<file path="config.mk">
export PLATFORM = sky130hd
export DESIGN_NAME = pix_deknee_gain
export DESIGN_NICKNAME = d
export VERILOG_FILES = /design/src/rtl/pdg_pkg.sv /design/src/rtl/pdg_cfg_stage.sv /design/src/rtl/pdg_deknee.sv /design/src/rtl/pdg_black_sub.sv /design/src/rtl/pdg_gain.sv /design/src/rtl/pix_deknee_gain.sv
export SDC_FILE = /design/constraint.sdc
export NUM_CORES = 1
export LEC_CHECK = 0
export ABC_CLOCK_PERIOD_IN_PS = 11030
export CORE_MARGIN = 10
export CORE_UTILIZATION = 60
export DETAILED_ROUTE_END_ITERATION = 12
export DONT_BUFFER_PORTS = 1
export HOLD_SLACK_MARGIN = 0.05
export PLACE_DENSITY = 0.76
export SYNTH_ARGS = -nofsm -noshare
export SYNTH_HDL_FRONTEND = slang
export SYNTH_SLANG_ARGS = --single-unit
export TNS_END_PERCENT = 5
</file>
<file path="constraint.sdc">
create_clock -name clk -period 11.03 [get_ports clk]
set_clock_uncertainty 0.05 [all_clocks]
set_input_delay 2.206 -clock clk [delete_from_list [all_inputs] [get_ports clk]]
set_output_delay 2.206 -clock clk [all_outputs]
set_load 0.01 [all_outputs]
</file>
<file path="src/rtl/pdg_pkg.sv">
// Shared defaults for the pixel de-knee and gain stage.
// Assumes: all modules take these as parameter defaults only.
package pdg_pkg;
    localparam int PDG_PIX_W     = 10;  // sample width
    localparam int PDG_GAIN_W    = 8;   // gain code width
    localparam int PDG_GAIN_FRAC = 4;   // fractional gain bits
    localparam int PDG_BLACK_NOM = 48;  // nominal black pedestal
    localparam int PDG_LATENCY   = 3;   // pipeline depth in clocks
endpackage

</file>
<file path="src/rtl/pdg_cfg_stage.sv">
// Configuration capture with per-stage hand-off.
// Takes in the cfg inputs on frame_start, then releases the knee to stage 1
// right away, the black level to stage 2 one clock later and the gain to
// stage 3 two clocks later. The result is that each pixel sees one consistent set.
// Assumes: frame_start is a single-cycle pulse in the clk domain.
module pdg_cfg_stage #(
    parameter int PIX_W     = pdg_pkg::PDG_PIX_W,
    parameter int GAIN_W    = pdg_pkg::PDG_GAIN_W,
    parameter int GAIN_FRAC = pdg_pkg::PDG_GAIN_FRAC,
    parameter int BLACK_NOM = pdg_pkg::PDG_BLACK_NOM
) (
    input  logic              clk,
    input  logic              rst_n,
    input  logic              frame_start,
    input  logic [PIX_W-1:0]  cfg_knee,
    input  logic [GAIN_W-1:0] cfg_gain,
    input  logic              cfg_black_ovr,
    input  logic [PIX_W-1:0]  cfg_black,
    output logic [PIX_W-1:0]  knee_s1,
    output logic [PIX_W-1:0]  black_s2,
    output logic [GAIN_W-1:0] gain_s3
);
    localparam logic [GAIN_W-1:0] GAIN_ONE  = GAIN_W'(1 << GAIN_FRAC);
    localparam logic [PIX_W-1:0]  BLACK_DEF = PIX_W'(BLACK_NOM);
    localparam logic [PIX_W-1:0]  KNEE_DEF  = '1;

    logic [PIX_W-1:0]  cap_black;
    logic [GAIN_W-1:0] cap_gain;
    logic [GAIN_W-1:0] gain_clamped;
    logic [PIX_W-1:0]  black_sel;
    logic [2:1]        fs_d;

    // Raise sub-unity gain codes to 1.0 and choose the black source.
    always_comb begin
        gain_clamped = (cfg_gain < GAIN_ONE) ? GAIN_ONE : cfg_gain;
        black_sel    = cfg_black_ovr ? cfg_black : BLACK_DEF;
    end

    // Capture every setting on the frame-start pulse; the knee feeds stage 1 directly.
    always_ff @(posedge clk) begin
        if (!rst_n) begin
            knee_s1   <= KNEE_DEF;
            cap_black <= BLACK_DEF;
            cap_gain  <= GAIN_ONE;
        end else if (frame_start) begin
            knee_s1   <= cfg_knee;
            cap_black <= black_sel;
            cap_gain  <= gain_clamped;
        end
    end

    // Delay the pulse so the later stages switch as the first new pixel reaches them.
    generate
        for (genvar d = 1; d <= 2; d++) begin : g_fs_delay
            always_ff @(posedge clk) begin
                if (!rst_n)
                    fs_d[d] <= 1'b0;
                else
                    fs_d[d] <= (d == 1) ? frame_start : fs_d[(d == 1) ? 1 : d-1];
            end
        end
    endgenerate

    // Hand the black level to stage 2 one clock after capture.
    always_ff @(posedge clk) begin
        if (!rst_n)
            black_s2 <= BLACK_DEF;
        else if (fs_d[1])
            black_s2 <= cap_black;
    end

    // Hand the gain to stage 3 two clocks after capture.
    always_ff @(posedge clk) begin
        if (!rst_n)
            gain_s3 <= GAIN_ONE;
        else if (fs_d[2])
            gain_s3 <= cap_gain;
    end

    // Captured settings hold still unless a frame-start was seen.
    p_cfg_hold_r10: assert property (@(posedge clk) disable iff (!rst_n)
        ($past(rst_n) && !$past(frame_start)) |-> ($stable(knee_s1) && $stable(cap_gain) && $stable(cap_black)));

    // The gain reaching the multiplier is never below unity.
    p_gain_min_r7: assert property (@(posedge clk) disable iff (!rst_n)
        gain_s3 >= GAIN_ONE);

    // Stage-3 gain changes only two clocks after a frame-start.
    p_gain_stage_r11: assert property (@(posedge clk) disable iff (!rst_n)
        ($past(rst_n) && !$past(fs_d[2])) |-> $stable(gain_s3));
endmodule

</file>
<file path="src/rtl/pdg_deknee.sv">
// Stage 1: inverse knee. Samples above the knee are restored by doubling
// their distance from the knee. One output bit wider than the input.
// Assumes: the knee is held steady by the configuration stage.
module pdg_deknee #(
    parameter int PIX_W = pdg_pkg::PDG_PIX_W
) (
    input  logic             clk,
    input  logic             rst_n,
    input  logic             in_valid,
    input  logic [PIX_W-1:0] in_pix,
    input  logic [PIX_W-1:0] knee,
    output logic             out_valid,
    output logic [PIX_W:0]   out_x
);
    localparam int XW = PIX_W + 1;

    logic [XW-1:0] expanded;

    // Choose straight-through or expanded value.
    always_comb begin
        if (in_pix > knee)
            expanded = {in_pix, 1'b0} - XW'(knee);
        else
            expanded = XW'(in_pix);
    end

    // Register the stage output and its valid flag.
    always_ff @(posedge clk) begin
        if (!rst_n) begin
            out_valid <= 1'b0;
            out_x     <= '0;
        end else begin
            out_valid <= in_valid;
            out_x     <= expanded;
        end
    end

    // The inverse knee never lowers a sample and at most doubles it.
    p_deknee_range_r3: assert property (@(posedge clk) disable iff (!rst_n)
        $past(rst_n) |-> ((out_x >= XW'($past(in_pix))) && (out_x <= {$past(in_pix), 1'b0})));
endmodule

</file>
<file path="src/rtl/pdg_black_sub.sv">
// Stage 2: black-level subtraction with a floor at zero.
// Assumes: black arrives from the configuration stage on its own schedule.
module pdg_black_sub #(
    parameter int PIX_W = pdg_pkg::PDG_PIX_W
) (
    input  logic             clk,
    input  logic             rst_n,
    input  logic             in_valid,
    input  logic [PIX_W:0]   in_x,
    input  logic [PIX_W-1:0] black,
    output logic             out_valid,
    output logic [PIX_W:0]   out_y
);
    localparam int XW = PIX_W + 1;

    logic [XW-1:0] black_ext;
    logic [XW-1:0] diff;

    // Subtract the pedestal, flooring at zero instead of wrapping.
    always_comb begin
        black_ext = XW'(black);
        diff      = (in_x >= black_ext) ? (in_x - black_ext) : '0;
    end

    // Register the stage output and its valid flag.
    always_ff @(posedge clk) begin
        if (!rst_n) begin
            out_valid <= 1'b0;
            out_y     <= '0;
        end else begin
            out_valid <= in_valid;
            out_y     <= diff;
        end
    end

    // Subtraction never raises a sample (no wraparound to large codes).
    p_black_floor_r8: assert property (@(posedge clk) disable iff (!rst_n)
        $past(rst_n) |-> (out_y <= $past(in_x)));
endmodule

</file>
<file path="src/rtl/pdg_gain.sv">
// Stage 3: unsigned fixed-point gain, truncation of the fraction,
// saturation at full scale.
// Assumes: gain is already clamped to at least unity.
module pdg_gain #(
    parameter int PIX_W     = pdg_pkg::PDG_PIX_W,
    parameter int GAIN_W    = pdg_pkg::PDG_GAIN_W,
    parameter int GAIN_FRAC = pdg_pkg::PDG_GAIN_FRAC
) (
    input  logic              clk,
    input  logic              rst_n,
    input  logic              in_valid,
    input  logic [PIX_W:0]    in_y,
    input  logic [GAIN_W-1:0] gain,
    output logic              out_valid,
    output logic [PIX_W-1:0]  out_pix
);
    localparam int PROD_W = PIX_W + 1 + GAIN_W;
    localparam logic [PROD_W-1:0] FULL_P = PROD_W'((1 << PIX_W) - 1);
    localparam logic [PIX_W-1:0]  FULL   = '1;

    logic [PROD_W-1:0] prod;
    logic [PROD_W-1:0] scaled;
    logic [PIX_W-1:0]  clipped;

    // Multiply, drop the fraction, saturate.
    always_comb begin
        prod    = PROD_W'(in_y) * PROD_W'(gain);
        scaled  = prod >> GAIN_FRAC;
        clipped = (scaled > FULL_P) ? FULL : scaled[PIX_W-1:0];
    end

    // Register the final sample and its valid flag.
    always_ff @(posedge clk) begin
        if (!rst_n) begin
            out_valid <= 1'b0;
            out_pix   <= '0;
        end else begin
            out_valid <= in_valid;
            out_pix   <= clipped;
        end
    end

    // With gain of at least 1.0 the output never falls below the clipped input.
    p_gain_unity_r7: assert property (@(posedge clk) disable iff (!rst_n)
        $past(rst_n) |-> ((PIX_W+1)'(out_pix) >= (($past(in_y) > (PIX_W+1)'(FULL)) ? (PIX_W+1)'(FULL) : $past(in_y))));
endmodule

</file>
<file path="src/rtl/pix_deknee_gain.sv">
// Top of the pixel de-knee and gain stage: configuration capture and a
// three-stage pipeline (inverse knee, black subtraction, gain and clip).
// Assumes: one sample per clock at most; no back-pressure.
module pix_deknee_gain #(
    parameter int PIX_W     = pdg_pkg::PDG_PIX_W,
    parameter int GAIN_W    = pdg_pkg::PDG_GAIN_W,
    parameter int GAIN_FRAC = pdg_pkg::PDG_GAIN_FRAC,
    parameter int BLACK_NOM = pdg_pkg::PDG_BLACK_NOM
) (
    input  logic              clk,
    input  logic              rst_n,
    input  logic              frame_start,
    input  logic [PIX_W-1:0]  cfg_knee,
    input  logic [GAIN_W-1:0] cfg_gain,
    input  logic              cfg_black_ovr,
    input  logic [PIX_W-1:0]  cfg_black,
    input  logic              in_valid,
    input  logic [PIX_W-1:0]  in_pix,
    output logic              out_valid,
    output logic [PIX_W-1:0]  out_pix
);
    localparam int LAT = pdg_pkg::PDG_LATENCY;

    logic [PIX_W-1:0]  knee_s1;
    logic [PIX_W-1:0]  black_s2;
    logic [GAIN_W-1:0] gain_s3;
    logic              v1, v2;
    logic [PIX_W:0]    x1, y2;

    pdg_cfg_stage #(
        .PIX_W(PIX_W), .GAIN_W(GAIN_W), .GAIN_FRAC(GAIN_FRAC), .BLACK_NOM(BLACK_NOM)
    ) u_cfg (
        .clk(clk), .rst_n(rst_n), .frame_start(frame_start),
        .cfg_knee(cfg_knee), .cfg_gain(cfg_gain),
        .cfg_black_ovr(cfg_black_ovr), .cfg_black(cfg_black),
        .knee_s1(knee_s1), .black_s2(black_s2), .gain_s3(gain_s3)
    );

    pdg_deknee #(.PIX_W(PIX_W)) u_deknee (
        .clk(clk), .rst_n(rst_n), .in_valid(in_valid), .in_pix(in_pix),
        .knee(knee_s1), .out_valid(v1), .out_x(x1)
    );

    pdg_black_sub #(.PIX_W(PIX_W)) u_black (
        .clk(clk), .rst_n(rst_n), .in_valid(v1), .in_x(x1),
        .black(black_s2), .out_valid(v2), .out_y(y2)
    );

    pdg_gain #(.PIX_W(PIX_W), .GAIN_W(GAIN_W), .GAIN_FRAC(GAIN_FRAC)) u_gain (
        .clk(clk), .rst_n(rst_n), .in_valid(v2), .in_y(y2),
        .gain(gain_s3), .out_valid(out_valid), .out_pix(out_pix)
    );

    // Count clocks since reset (saturating) so the latency check looks back only over clean history.
    logic [1:0] warm;
    always_ff @(posedge clk) begin
        if (!rst_n)
            warm <= '0;
        else if (warm != 2'(LAT))
            warm <= warm + 2'd1;
    end

    p_latency_r2: assert property (@(posedge clk) disable iff (!rst_n)
        (warm == 2'(LAT)) |-> (out_valid == $past(in_valid, 3)));

    p_reset_quiet_r1: assert property (@(posedge clk)
        $past(!rst_n) |-> (!out_valid && out_pix == '0));
endmodule

</file>
After elaboration in Yosys (flattened, before gate mapping)
Cells that the tools add are included.
{ "classes": {"n_eq_ne": 0, "div": 0, "mux": 4, "n_bitwise": 0, "n_shift": 0, "n_mul": 1, "n_addsub": 2, "magnitude_cmp": 4, "reduce_logical": 2} }
{ "op_table": {"columns": ["cell", "count"], "rows": [
  ["2-to-1 mux 10 bit", 3],
  ["subtractor 11 x 10 -> 11 bit", 2],
  ["multiplier 11 x 8 -> 19 bit", 1],
  ["greater-than comparator 15 x 10 -> 1 bit (second input constant)", 1],
  ["greater-or-equal comparator 11 x 10 -> 1 bit", 1],
  ["greater-than comparator 10 bit", 1],
  ["less-than comparator 8 x 5 -> 1 bit (second input constant)", 1],
  ["2-to-1 mux 8 bit", 1],
  ["AND reduction 2 bit", 2]
]} }
{ "totals": {"word_cells": 27, "romBits": 0, "out_inout_bits": 11, "in_bits": 43, "n_memories": 0, "register_bits": 83, "ramBits": 0, "latch_bits": 0} }

Depth between registers and ports, before layout
{ "depth": {"ltp_word": 3, "depth_mapped": 19} }

Hierarchy
Synthesis repeated with hierarchy kept, for this count alone.
{ "unflattened": {"cells_unflattened": 778, "area_unflattened_um2": 7036.7} }
{ "modules_own_cells": {"columns": ["module", "area_per_inst_um2", "cells_per_inst", "n_inst"], "rows": [
  ["pdg_gain", 3181.8, 358, 1],
  ["pdg_cfg_stage", 1769.2, 165, 1],
  ["pdg_deknee", 1219.9, 152, 1],
  ["pdg_black_sub", 865.8, 103, 1]
]} }

Worst setup path after synthesis
OpenSTA, ideal clock, no wires.
{ "synth_timing": {"path_type": "register to register", "from": "register u_cfg.gain_s3[7]", "to": "register u_gain.out_pix[1]", "path_buffers": 1, "path_slack_ps": 6202, "arrival_ps": 4647, "setup_ps": 130, "stages_incl_launch_ff": 18, "required_time_ps": 10850, "cell_sequence": "dfxtp_1 -> clkbuf_1 -> nand2_1 -> fa_1 -> fa_1 -> inv_1 -> fa_1 -> inv_1 -> fa_1 -> inv_1 -> ha_1 -> a21o_1 -> a221oi_4 -> o21ai_2 -> a21o_1 -> a32o_1 -> a21oi_4 -> a21boi_1"} }
{ "synth_via": {"elab_chain_len": 3} }
{ "synth_lines": {"columns": ["item", "line_no", "source"], "rows": [
  ["start: declaration", "pdg_cfg_stage.sv:21", "output logic [GAIN_W-1:0] gain_s3"],
  ["start signal: assignment", "pdg_cfg_stage.sv:77", "gain_s3 <= cap_gain;"],
  ["multiplier 11 x 8 -> 19 bit", "pdg_gain.sv:27", "prod = PROD_W'(in_y) * PROD_W'(gain);"],
  ["greater-than comparator 15 x 10 -> 1 bit", "pdg_gain.sv:29", "clipped = (scaled > FULL_P) ? FULL : scaled[PIX_W-1:0];"],
  ["2-to-1 mux 10 bit", "pdg_gain.sv:29", null],
  ["end signal: assignment", "pdg_gain.sv:39", "out_pix <= clipped;"],
  ["end: declaration", "pdg_gain.sv:15", "output logic [PIX_W-1:0] out_pix"]
]} }
Every way passes these cells.
A chain may end at the register's enable or synchronous reset.

Worst setup path after layout
{ "layout_timing": {"from": "register u_cfg.gain_s3[2]", "to": "register u_gain.out_pix[2]"} }
{ "layout_via": {"elab_chain_len": 3} }
{ "layout_lines": {"columns": ["item", "line_no"], "rows": [
  ["multiplier 11 x 8 -> 19 bit (*)", "pdg_gain.sv:27"],
  ["greater-than comparator 15 x 10 -> 1 bit", "pdg_gain.sv:29"],
  ["2-to-1 mux 10 bit (*)", "pdg_gain.sv:29"]
]} }
Mark *: on every way between the ends. The rest lies on a longest branch, timed or not.

==> flow_summary.yaml <==
setup_path:
  reg2reg_to: "u_gain.out_pix[2]$_SDFF_PN0_"
  reg2reg_depth: 15
  reg2reg_slack_ps: 5960
  r2r_start: "u_cfg.gain_s3[2]$_SDFFE_PN0P_"
  crit_fanout: 12
  worstSetupStartpointType: "flip-flop"
  crit_path_end_kind: "flip-flop"
  required_ps: 11180
  critical_path_class: "flip-flop to flip-flop"
  worst-endpoint-arrival_ps: 5210
routing:
  routed_wirelength_um: 14950
  wire_per_inst_um: 16.50
  drtIter0Drc: 337
  vias: 5077
  drtAntennaViolNets: 0
  drc: 0
  drt_pass1_iterations: 6
  via_per_inst: 5.604
power_and_ir_drop:
  ir_drop_uv: 107.3
  total_power_uw: 844.9
  powerDensity_nw_per_um2: 116.3
  power.leakage_uw: 0.003360
synthesis:
  syn_nets: 944
  synth-seq-cells: 83
  avgSynthCellArea_um2: 8.861
  synth_edf_count: 0
  ys_seq_area_share_pct: 24.04
  synth_cell_types: 58
  synthFlopType: "dfxtp_1"
  syn_inst: 780
  yosysWarnings: 0
  synth_area_um2: 6912
  async_flop_share_pct: 0
floorplanning:
  pin_count: 54
  die-width_um: 127.3
  rows: 39
  design.die.area_um2: 16210
  coreArea_um2: 11370
  start_util_pct: 60.79
  dieHeight_um: 127.3
outcome:
  status: "finished clean"
cts:
  cts_setup_buffers: 0
  clock_tree.root_cell: "clkbuf_16"
  clk_latency_ps: 330
  clkSinkCount: 83
  clk_pin_slew_worst_paths_ps: 60
  tritoncts: "built"
  ctsHoldBuffers: 0
  cts.path.max_buffers: 2
  ctsResizeCount: 0
  numCtsBuffers: 9
  cts-htree-levels: 3
global_route:
  grt_pass1_wl_um: 24960
  grt.total_usage_pct: 18.64
  antenna_found_initial: 0
  gr-total-overflow: 0
  grt_max_degree: 75
  grt_pass1_vias: 5086
min_path:
  min_from: "u_deknee.out_valid$_SDFF_PN0_"
  holdPathEnd: "u_black.out_valid$_SDFF_PN0_"
  hold_depth: 1
  hp-class: "flip-flop to flip-flop"
cells_and_area:
  final_cell_mix: "inv_1, dfxtp_1, and2_1"
  nNetsFinal: 923
  drive_above_1_share_pct: 4.325
  antennaDiodeCount: 0
  final_common_cell: "inv_1"
  syn_to_final_growth_pct: 5.087
run:
  cap_violations: 0
placement:
  hpwlAfterDp_um: 12040
  globalplace.congestion: 0.8875
  portBuffers: 0
  dp_slack_ps: 5981
timing:
  grt_setup_unrepaired: "false"
  maxSlewHeadroom_pct: 13.99
  fmax_mhz: 197.4
  setup-tns-final_ps: 0
  setup_viol: 0
  finalWorstSetupSlack_ps: 5964
  min_period_ps: 5066
  fin_crit_sh_pct: 45.93
  worst_pin_slew_ps: 1270
  hold_viol_final: 0
  final-max-slew-violation-count: 0
[through the flow]
step	hold WS, ps	util (%)	instance area, um2	std cells
floorplan	361.9	-	6912	780
global placement	366.4	61.03	6939	891
detailed placement	371.0	61.03	6939	891
CTS	386.1	63.88	7263	906
global route	392.1	63.88	7263	906
finish	385.1	63.88	7263	906
[Yosys cell counts, drive strengths merged (2+ instances only)]
cell / count / area share [%]
or2: 3 / 0.27
nand4: 10 / 0.91
or3: 3 / 0.27
and2: 71 / 6.4
clkbuf: 25 / 1.5
nor3: 16 / 1.2
o21ai: 23 / 1.8
o31ai: 2 / 0.22
nand2b: 2 / 0.18
and3: 6 / 0.58
o2111ai: 3 / 0.38
o211ai: 13 / 1.4
nor2b: 54 / 4.9
a221oi: 2 / 0.51
mux2i: 24 / 3.5
o22ai: 5 / 0.45
o21a: 8 / 0.87
buf: 7 / 0.67
nor4: 2 / 0.18
xnor2: 14 / 1.8
o211a: 2 / 0.29
nor3b: 3 / 0.33
a211o: 3 / 0.40
a21boi: 14 / 1.6
nand2: 59 / 3.2
a31oi: 2 / 0.18
ha: 65 / 12
nor2: 21 / 1.1
nand3b: 5 / 0.54
inv: 105 / 5.7
xor2: 5 / 0.63
dfxtp: 83 / 24
nand3: 4 / 0.29
a21o: 9 / 1.0
fa: 56 / 16
a21oi: 42 / 3.4
[state kept, by name (all words and copies together), names as in the netlist, 2 cells and up]
| register | count |
|---|---|
| u_cfg.fs_d | 2 |
| u_cfg.cap_gain | 8 |
| u_cfg.knee_s1 | 10 |
| u_cfg.gain_s3 | 8 |
| u_black.out_y | 11 |
| u_deknee.out_x | 11 |
| u_cfg.cap_black | 10 |
| u_gain.out_pix | 10 |
| u_cfg.black_s2 | 10 |
[how the worst max path moves through the flow]
stage	from	endpoint	slack, ps	cells after the start
floorplan	u_cfg.gain_s3[7]$_SDFFE_PN0P_	u_gain.out_pix[1]$_SDFF_PN0_	6200	17
global placement	u_cfg.gain_s3[6]$_SDFFE_PN0P_	u_gain.out_pix[4]$_SDFF_PN0_	6090	16
detailed placement	u_cfg.gain_s3[6]$_SDFFE_PN0P_	u_gain.out_pix[2]$_SDFF_PN0_	5980	16
CTS	u_cfg.gain_s3[6]$_SDFFE_PN0P_	u_gain.out_pix[2]$_SDFF_PN0_	5960	16
global route	u_cfg.gain_s3[6]$_SDFFE_PN0P_	u_gain.out_pix[2]$_SDFF_PN0_	5650	16
finish	u_cfg.gain_s3[2]$_SDFFE_PN0P_	u_gain.out_pix[2]$_SDFF_PN0_	5960	15
[layer usage]
metal  vias up  wire (um)  track usage [%]
li1       2514          -                -
met1      2420       7163            25.00
met2       112       6760            29.25
met3        31        633            3.391
met4         0        389            7.100
met5         -          0                0
[kinds of logic after synthesis]
| logic type | synth area share (%) |
|---|---|
| mux | 3.476 |
| fa+ha+maj | 27.99 |
| flops | 24.04 |
| simple gates | 20.76 |
| xor+xnor | 2.408 |
| compound gates | 13.43 |
| buf+inv | 7.893 |
[critical path: stages (launching register included)]
cell,delay (ps)
dfxtp_1,590
and2_1,220
fa_1,430
fa_1,470
fa_1,540
inv_1,50
fa_1,520
inv_1,40
ha_1,370
a21oi_1,210
o21ai_0,150
a211o_1,320
a211o_2,330
a32o_1,230
a21oi_4,260
a21boi_1,140
[cell type report]
class                           instances  area [um2]
Multi-Input combinational cell        560        4705
Fill cell                             929        4106
Sequential cell                        83        1662
Inverter                              105       394.1
Clock buffer                           10       239.0
Tap cell                              143       178.9
Clock inverter                          5       85.08
[where the power goes]
part	leakage [uW]	internal, uW	total (uW)	switching [uW]
sequential	0.000682	324	353	29.0
clock	0.000155	204	324	119
combinational	0.00252	74.2	168	93.8
total	0.00336	603	845	242
No activity file was read; power rests on OpenSTA's default activity.
